[config.mk]
export PLATFORM = sky130hd
export DESIGN_NAME = keyed_wdog
export DESIGN_NICKNAME = d
export VERILOG_FILES = /design/src/rtl/keyed_wdog_pkg.sv /design/src/rtl/wdog_cfg.sv /design/src/rtl/wdog_prediv.sv /design/src/rtl/wdog_core.sv /design/src/rtl/keyed_wdog.sv
export SDC_FILE = /design/constraint.sdc
export NUM_CORES = 1
export LEC_CHECK = 0
export ABC_CLOCK_PERIOD_IN_PS = 3300
export CAP_MARGIN = 20
export CELL_PAD_IN_SITES_DETAIL_PLACEMENT = 1
export CELL_PAD_IN_SITES_GLOBAL_PLACEMENT = 1
export CORE_MARGIN = 1.5
export CORE_UTILIZATION = 42
export CTS_CLUSTER_SIZE = 12
export DETAILED_ROUTE_END_ITERATION = 8
export PLACE_DENSITY = 0.9
export SYNTH_ARGS = -nofsm -noshare
export SYNTH_HDL_FRONTEND = slang
export SYNTH_SLANG_ARGS = --single-unit
[constraint.sdc]
create_clock -name clk -period 3.3 [get_ports clk]
set_input_delay 0.66 -clock clk [delete_from_list [all_inputs] [get_ports clk]]
set_output_delay 0.66 -clock clk [all_outputs]
set_load 0.05 [all_outputs]
[src/rtl/keyed_wdog_pkg.sv]
package keyed_wdog_pkg;
    localparam int BUS_AW = 4;
    localparam int BUS_DW = 16;

    typedef enum logic [1:0] {
        SEL_KEY  = 2'd0,
        SEL_PRE  = 2'd1,
        SEL_RLD  = 2'd2,
        SEL_STAT = 2'd3
    } reg_sel_e;

    localparam logic [BUS_DW-1:0] KEY_OPEN  = 16'h5555;
    localparam logic [BUS_DW-1:0] KEY_GO    = 16'hCCCC;
    localparam logic [BUS_DW-1:0] KEY_KICK  = 16'hAAAA;
endpackage

[src/rtl/wdog_cfg.sv]
module wdog_cfg
    import keyed_wdog_pkg::*;
#(
    parameter int RELOAD_W   = 12,
    parameter int CODE_W     = 3,
    parameter int SYNC_CYC   = 4,
    parameter int RELOAD_RST = 4095
) (
    input  logic                 clk,
    input  logic                 rst_n,
    input  logic                 bus_en,
    input  logic                 bus_we,
    input  logic [BUS_AW-1:0]    bus_addr,
    input  logic [BUS_DW-1:0]    bus_wdata,
    output logic [BUS_DW-1:0]    bus_rdata,
    output logic                 start_o,
    output logic                 kick_o,
    output logic [CODE_W-1:0]    code_o,
    output logic [RELOAD_W-1:0]  reload_o
);
    localparam int SYNC_W = $clog2(SYNC_CYC + 1);

    typedef struct packed {
        logic                unlock;
        logic [CODE_W-1:0]   code_sh;
        logic [RELOAD_W-1:0] rld_sh;
        logic [CODE_W-1:0]   code_act;
        logic [RELOAD_W-1:0] rld_act;
        logic [SYNC_W-1:0]   pend_pre;
        logic [SYNC_W-1:0]   pend_rld;
    } cfg_state_t;

    cfg_state_t q, d;
    reg_sel_e   sel;
    logic       aligned;
    logic       wr;

    always_comb begin
        sel     = reg_sel_e'(bus_addr[3:2]);
        aligned = (bus_addr[1:0] == 2'b00);
        wr      = bus_en && bus_we && aligned;
        d       = q;
        start_o = 1'b0;
        kick_o  = 1'b0;

        if (q.pend_pre != '0) begin
            d.pend_pre = q.pend_pre - 1'b1;
            if (q.pend_pre == SYNC_W'(1)) d.code_act = q.code_sh;
        end
        if (q.pend_rld != '0) begin
            d.pend_rld = q.pend_rld - 1'b1;
            if (q.pend_rld == SYNC_W'(1)) d.rld_act = q.rld_sh;
        end

        if (wr) begin
            case (sel)
                SEL_KEY: begin
                    d.unlock = (bus_wdata == KEY_OPEN);
                    start_o  = (bus_wdata == KEY_GO);
                    kick_o   = (bus_wdata == KEY_KICK);
                end
                SEL_PRE: begin
                    if (q.unlock) begin
                        d.code_sh  = bus_wdata[CODE_W-1:0];
                        d.pend_pre = SYNC_W'(SYNC_CYC);
                    end
                end
                SEL_RLD: begin
                    if (q.unlock) begin
                        d.rld_sh   = bus_wdata[RELOAD_W-1:0];
                        d.pend_rld = SYNC_W'(SYNC_CYC);
                    end
                end
                default: ;
            endcase
        end
    end

    always_comb begin
        bus_rdata = '0;
        if (aligned) begin
            case (sel)
                SEL_PRE:  bus_rdata[CODE_W-1:0]   = q.code_sh;
                SEL_RLD:  bus_rdata[RELOAD_W-1:0] = q.rld_sh;
                SEL_STAT: bus_rdata[1:0] = {q.pend_rld != '0, q.pend_pre != '0};
                default:  bus_rdata = '0;
            endcase
        end
    end

    assign code_o   = q.code_act;
    assign reload_o = q.rld_act;

    always_ff @(posedge clk) begin
        if (!rst_n) begin
            q.unlock   <= 1'b0;
            q.code_sh  <= '0;
            q.rld_sh   <= RELOAD_W'(RELOAD_RST);
            q.code_act <= '0;
            q.rld_act  <= RELOAD_W'(RELOAD_RST);
            q.pend_pre <= '0;
            q.pend_rld <= '0;
        end else begin
            q <= d;
        end
    end

    // a locked prescaler write leaves the stored code alone
    assert_locked_pre_R2: assert property (@(posedge clk) disable iff (!rst_n)
        (bus_en && bus_we && bus_addr == 4'h4 && !q.unlock) |=> $stable(q.code_sh));

    // when a pending flag drops, the active value matches the stored one
    assert_commit_pre_R10: assert property (@(posedge clk) disable iff (!rst_n)
        $fell(q.pend_pre != '0) |-> (q.code_act == q.code_sh));
    assert_commit_rld_R10: assert property (@(posedge clk) disable iff (!rst_n)
        $fell(q.pend_rld != '0) |-> (q.rld_act == q.rld_sh));

    // the pending window never exceeds its length
    assert_pend_bound_R4: assert property (@(posedge clk) disable iff (!rst_n)
        (q.pend_pre <= SYNC_W'(SYNC_CYC)) && (q.pend_rld <= SYNC_W'(SYNC_CYC)));
endmodule

[src/rtl/wdog_prediv.sv]
module wdog_prediv #(
    parameter int CODE_W     = 3,
    parameter int MAX_SHIFT  = 6,
    parameter int BASE_SHIFT = 2
) (
    input  logic              clk,
    input  logic              rst_n,
    input  logic              run_i,
    input  logic              clear_i,
    input  logic [CODE_W-1:0] code_i,
    output logic              tick_o
);
    localparam int PCNT_W = MAX_SHIFT + BASE_SHIFT;

    typedef struct packed {
        logic [PCNT_W-1:0] cnt;
    } div_state_t;

    div_state_t        q, d;
    logic [PCNT_W-1:0] lim;
    int                sh;

    always_comb begin
        sh     = (int'(code_i) > MAX_SHIFT) ? MAX_SHIFT : int'(code_i);
        lim    = PCNT_W'((32'd1 << (sh + BASE_SHIFT)) - 32'd1);
        tick_o = run_i && !clear_i && (q.cnt >= lim);
        d      = q;
        if (clear_i || !run_i || tick_o) d.cnt = '0;
        else                             d.cnt = q.cnt + 1'b1;
    end

    always_ff @(posedge clk) begin
        if (!rst_n) q.cnt <= '0;
        else        q <= d;
    end

    // every tick starts a fresh division interval
    assert_tick_restart_R5: assert property (@(posedge clk) disable iff (!rst_n)
        tick_o |=> (q.cnt == '0));
endmodule

[src/rtl/wdog_core.sv]
module wdog_core #(
    parameter int RELOAD_W   = 12,
    parameter int RELOAD_RST = 4095
) (
    input  logic                clk,
    input  logic                rst_n,
    input  logic                start_i,
    input  logic                kick_i,
    input  logic                tick_i,
    input  logic [RELOAD_W-1:0] reload_i,
    output logic                running_o,
    output logic                bark_o
);
    typedef struct packed {
        logic                running;
        logic [RELOAD_W-1:0] cnt;
        logic                bark;
    } core_state_t;

    core_state_t q, d;

    always_comb begin
        d      = q;
        d.bark = 1'b0;
        if (start_i) d.running = 1'b1;
        if (start_i || kick_i) begin
            d.cnt = reload_i;
        end else if (q.running && tick_i) begin
            if (q.cnt == '0) begin
                d.bark = 1'b1;
                d.cnt  = reload_i;
            end else begin
                d.cnt = q.cnt - 1'b1;
            end
        end
    end

    assign running_o = q.running;
    assign bark_o    = q.bark;

    always_ff @(posedge clk) begin
        if (!rst_n) begin
            q.running <= 1'b0;
            q.cnt     <= RELOAD_W'(RELOAD_RST);
            q.bark    <= 1'b0;
        end else begin
            q <= d;
        end
    end

    // the reset request is a single-cycle pulse
    assert_pulse_single_R6: assert property (@(posedge clk) disable iff (!rst_n)
        q.bark |=> !q.bark);
    // nothing clears the running state
    assert_sticky_run_R9: assert property (@(posedge clk) disable iff (!rst_n)
        q.running |=> q.running);
    // no request while stopped
    assert_idle_quiet_R11: assert property (@(posedge clk) disable iff (!rst_n)
        !q.running |-> !q.bark);
    // after a request the counter holds the reload value
    assert_reload_after_R7: assert property (@(posedge clk) disable iff (!rst_n)
        q.bark |-> (q.cnt == $past(reload_i)));
endmodule

[src/rtl/keyed_wdog.sv]
module keyed_wdog
    import keyed_wdog_pkg::*;
#(
    parameter int RELOAD_W  = 12,
    parameter int CODE_W    = 3,
    parameter int SYNC_CYC  = 4,
    parameter int MAX_SHIFT = 6
) (
    input  logic              clk,
    input  logic              rst_n,
    input  logic              bus_en,
    input  logic              bus_we,
    input  logic [3:0]        bus_addr,
    input  logic [15:0]       bus_wdata,
    output logic [15:0]       bus_rdata,
    output logic              wdog_rst_o
);
    localparam int RELOAD_RST = (1 << RELOAD_W) - 1;

    logic                start_w;
    logic                kick_w;
    logic [CODE_W-1:0]   code_w;
    logic [RELOAD_W-1:0] reload_w;
    logic                running_w;
    logic                tick_w;

    wdog_cfg #(
        .RELOAD_W  (RELOAD_W),
        .CODE_W    (CODE_W),
        .SYNC_CYC  (SYNC_CYC),
        .RELOAD_RST(RELOAD_RST)
    ) u_cfg (
        .clk      (clk),
        .rst_n    (rst_n),
        .bus_en   (bus_en),
        .bus_we   (bus_we),
        .bus_addr (bus_addr),
        .bus_wdata(bus_wdata),
        .bus_rdata(bus_rdata),
        .start_o  (start_w),
        .kick_o   (kick_w),
        .code_o   (code_w),
        .reload_o (reload_w)
    );

    wdog_prediv #(
        .CODE_W    (CODE_W),
        .MAX_SHIFT (MAX_SHIFT),
        .BASE_SHIFT(2)
    ) u_div (
        .clk    (clk),
        .rst_n  (rst_n),
        .run_i  (running_w),
        .clear_i(start_w || kick_w),
        .code_i (code_w),
        .tick_o (tick_w)
    );

    wdog_core #(
        .RELOAD_W  (RELOAD_W),
        .RELOAD_RST(RELOAD_RST)
    ) u_core (
        .clk      (clk),
        .rst_n    (rst_n),
        .start_i  (start_w),
        .kick_i   (kick_w),
        .tick_i   (tick_w),
        .reload_i (reload_w),
        .running_o(running_w),
        .bark_o   (wdog_rst_o)
    );
endmodule

==> impl_metrics.ini, run 1 <==
[status]
status = completed

[setup_path]
crit_top_cell = ha_1
cp-end-kind = flip-flop
r2r_start = u_cfg.code_o[1]
r2r_setup_slack_ns = 0.25
arrival_ns = 3.26
startpoint = u_cfg.code_o[1]
worstReg2RegEnd = u_core.q[8]
start_kind = flip-flop
criticalPathCategory = reg -> reg
cp_max_fo = 5
slowest_delay_ns = 0.43
crit_path_end = u_core.q[8]
slowest_stage = dfxtp_1
critPathBufInv = 1
r2r_cells = 11
cp.depth = 11
critical-path-top-delay-family = compound AO/OA/AOI/OAI gates
worstPathRequired_ns = 3.51
crit_path_cell_trace = inv_1, ha_1, nor4b_1, xor2_1, ha_1, nand4_1, a211oi_4, o21ai_2, o41a_1, o22ai_1, nand2_1

[timing]
setup_viol = 0
setup_tns_ns = 0
fin_crit_sh_pct = 92.54
tightest_slew_ns = 0.5669
slew_viol_final = 0
max_slew_margin_pct = 62.05
final_hold_viol_count = 0
fin_crit_ns = 3.054
rsz0062_at_grt = false
finalWorstSetupSlack_ns = 0.2463
fmax_mhz = 327.5
finClkSkew_ns = 0.01139

[clock_network]
h-tree-depth = 3
cts_root_buffer = clkbuf_8
ctsResizeCount = 0
clock_latency_ns = 0.34
cts-hold-fix-buffers = 0
cts_tree = done
cts_made_buffers = 9
clock_path_buffers = 2
clock_sinks = 59
clkTransAtPathRegs_ns = 0.08
post-cts-setup-buffers = 0

[placed_design]
gp_congestion = 0.8394
dp_hpwl_mm = 6.673
place_ws_ns = 0.1953
port_buffers = 36

[layout]
final_core_util_pct = 53.22
area_growth_pct = 23.63
final_common_cell = nand2_1
final_cell_mix = nand2_1, dfxtp_1, nand3_1
n_fill_cell = 918
drive_above_1_share_pct = 10.02
nNetsFinal = 487
multi_input_area_um2 = 1989
diodes = 0
seqCellArea_um2 = 1181

[route]
wl_per_cell_um = 17.18
via_count = 3036
viasPerCell = 5.612
ant_nets = 0
first_iter_violations = 166
first_pass_iters = 4
drc = 0
wl_mm = 9.297

[floorplan]
start_util_pct = 43.05
dieHeight_um = 91.77
die-area_um2 = 8421
die_w_um = 91.77
rows = 32
io_pins = 41
coreArea_um2 = 7687

[grt]
grt_pass1_wl_mm = 15.59
grt_antenna_before_repair = 0
grt_max_degree = 44
grt.total_usage_pct = 23.52
grt-ovfl-total = 0
grt_pass1_vias = 3246

[synth]
synth-simple-area-share_pct = 29.64
synth-main-ff-cell = dfxtp_1
ys_types = 56
ys_seq_area_share_pct = 35.69
synth_top_family_by_area = simple AND/OR/NAND/NOR gates
synth_compound_area_share_pct = 13.50
synthArstFlopShare_pct = 0
synth_xor_area_share_pct = 3.440
synthesis.area_um2 = 3309
syn_area_per_cell_um2 = 8.274
synth_edf_count = 0
yosysWarnings = 0
ys_ff_latch = 59
synth_mux_area_share_pct = 1.512
syn_inst = 400
synth_fa_ha_area_share_pct = 10.96

[worst_hold_path]
hold_path_class = reg -> reg

[pwr]
peakVddDrop_uv = 251.8
p_per_area_nw_per_um2 = 410.0
p_total_mw = 1.678
leakage_nw = 1.725

[run]
drv_cap = 0
layer usage:
metal	wire [µm]	global-route usage (%)
met2	4669	41.67
met4	262	11.03
met3	365	5.058
met1	4000	26.85
met5	0	0
state kept, by name, summed over array words and instances, names as in the netlist:
register and count:
u_core.q 12, u_cfg.q 22, u_cfg.code_o 3, u_core.running_o 1
u_div.q 8, u_core.bark_o 1, u_cfg.reload_o 12
area by class of cell:
cell class	count	area share [%]
timing repair buffer	40	12.48
clock inverter	4	1.193
tap	102	3.119
clock buffer	12	3.792
sequential	59	28.87
multi-input combinational	303	48.62
inverter	21	1.927
worst register-to-register path: cells and delay by family (launching register included):
kind | cells | cell delay, ns
buf+inv | 1 | 0.13
fa+ha+maj | 2 | 0.64
xor+xnor | 1 | 0.14
compound gates | 4 | 1.04
simple gates | 3 | 0.55
flops | 1 | 0.43
cell usage after synthesis (all sizes together) (2+ instances only):
master / n / area share [%]
a21oi: 9 / 1.4
nand2: 68 / 7.7
a211oi: 3 / 0.83
dfxtp: 59 / 36
a222oi: 2 / 0.60
and2: 10 / 1.9
nor4bb: 5 / 1.5
o31a: 2 / 0.53
a21boi: 6 / 1.4
o21a: 3 / 0.68
inv: 21 / 2.4
nor2: 26 / 2.9
o21bai: 2 / 0.45
clkbuf: 15 / 1.7
o32ai: 2 / 0.53
a31oi: 6 / 1.1
nor3: 5 / 1.1
buf: 5 / 1.1
o221ai: 2 / 0.53
xor2: 6 / 1.6
and3: 10 / 1.9
ha: 29 / 11
nand3: 37 / 5.6
nor3b: 2 / 0.45
nor4: 5 / 0.95
nor4b: 4 / 1.5
mux2i: 5 / 1.5
xnor2: 7 / 1.9
nor2b: 4 / 0.76
nand4: 3 / 0.57
o211ai: 7 / 1.6
or4b: 2 / 0.72
o21ai: 13 / 2.1
stage by stage:
stage	std cells	area [µm²]	hold WS, ns
4_1_cts	541	4078	0.4797
2_1_floorplan	403	3327	0.4294
3_5_place_dp	525	3874	0.4625
3_3_place_gp	525	3874	0.4408
5_1_grt	541	4091	0.4977
6_report	541	4091	0.4731
power breakdown:
| part | internal (mW) | switching [mW] |
|---|---|---|
| clock network | 0.389 | 0.303 |
| logic | 0.109 | 0.142 |
| registers | 0.725 | 0.00911 |
cells by family after synthesis:
logic type / after synthesis
compound gates: 64
fa+ha+maj: 29
mux: 5
flops: 59
other cells: 1
buf+inv: 41
simple gates: 188
xor+xnor: 13
how the worst min path moves through the flow:
stage | endpoint | start | cells after the start
after detailed placement | u_div.q[0] | u_div.q[0] | 1
after global routing | u_div.q[0] | u_div.q[0] | 1
after global placement | u_div.q[0] | u_div.q[0] | 1
after CTS | u_div.q[0] | u_div.q[0] | 1
final | u_div.q[0] | u_div.q[0] | 1
after floorplan | u_div.q[0] | u_div.q[0] | 1
Power figures use the tool's default switching activity.
==> inputs of run 2 (changes only) <==
- TNS_END_PERCENT: default -> 20
==> results of run 2 <==
No change in the layout: final DEF, timing and power equal those of run 1.
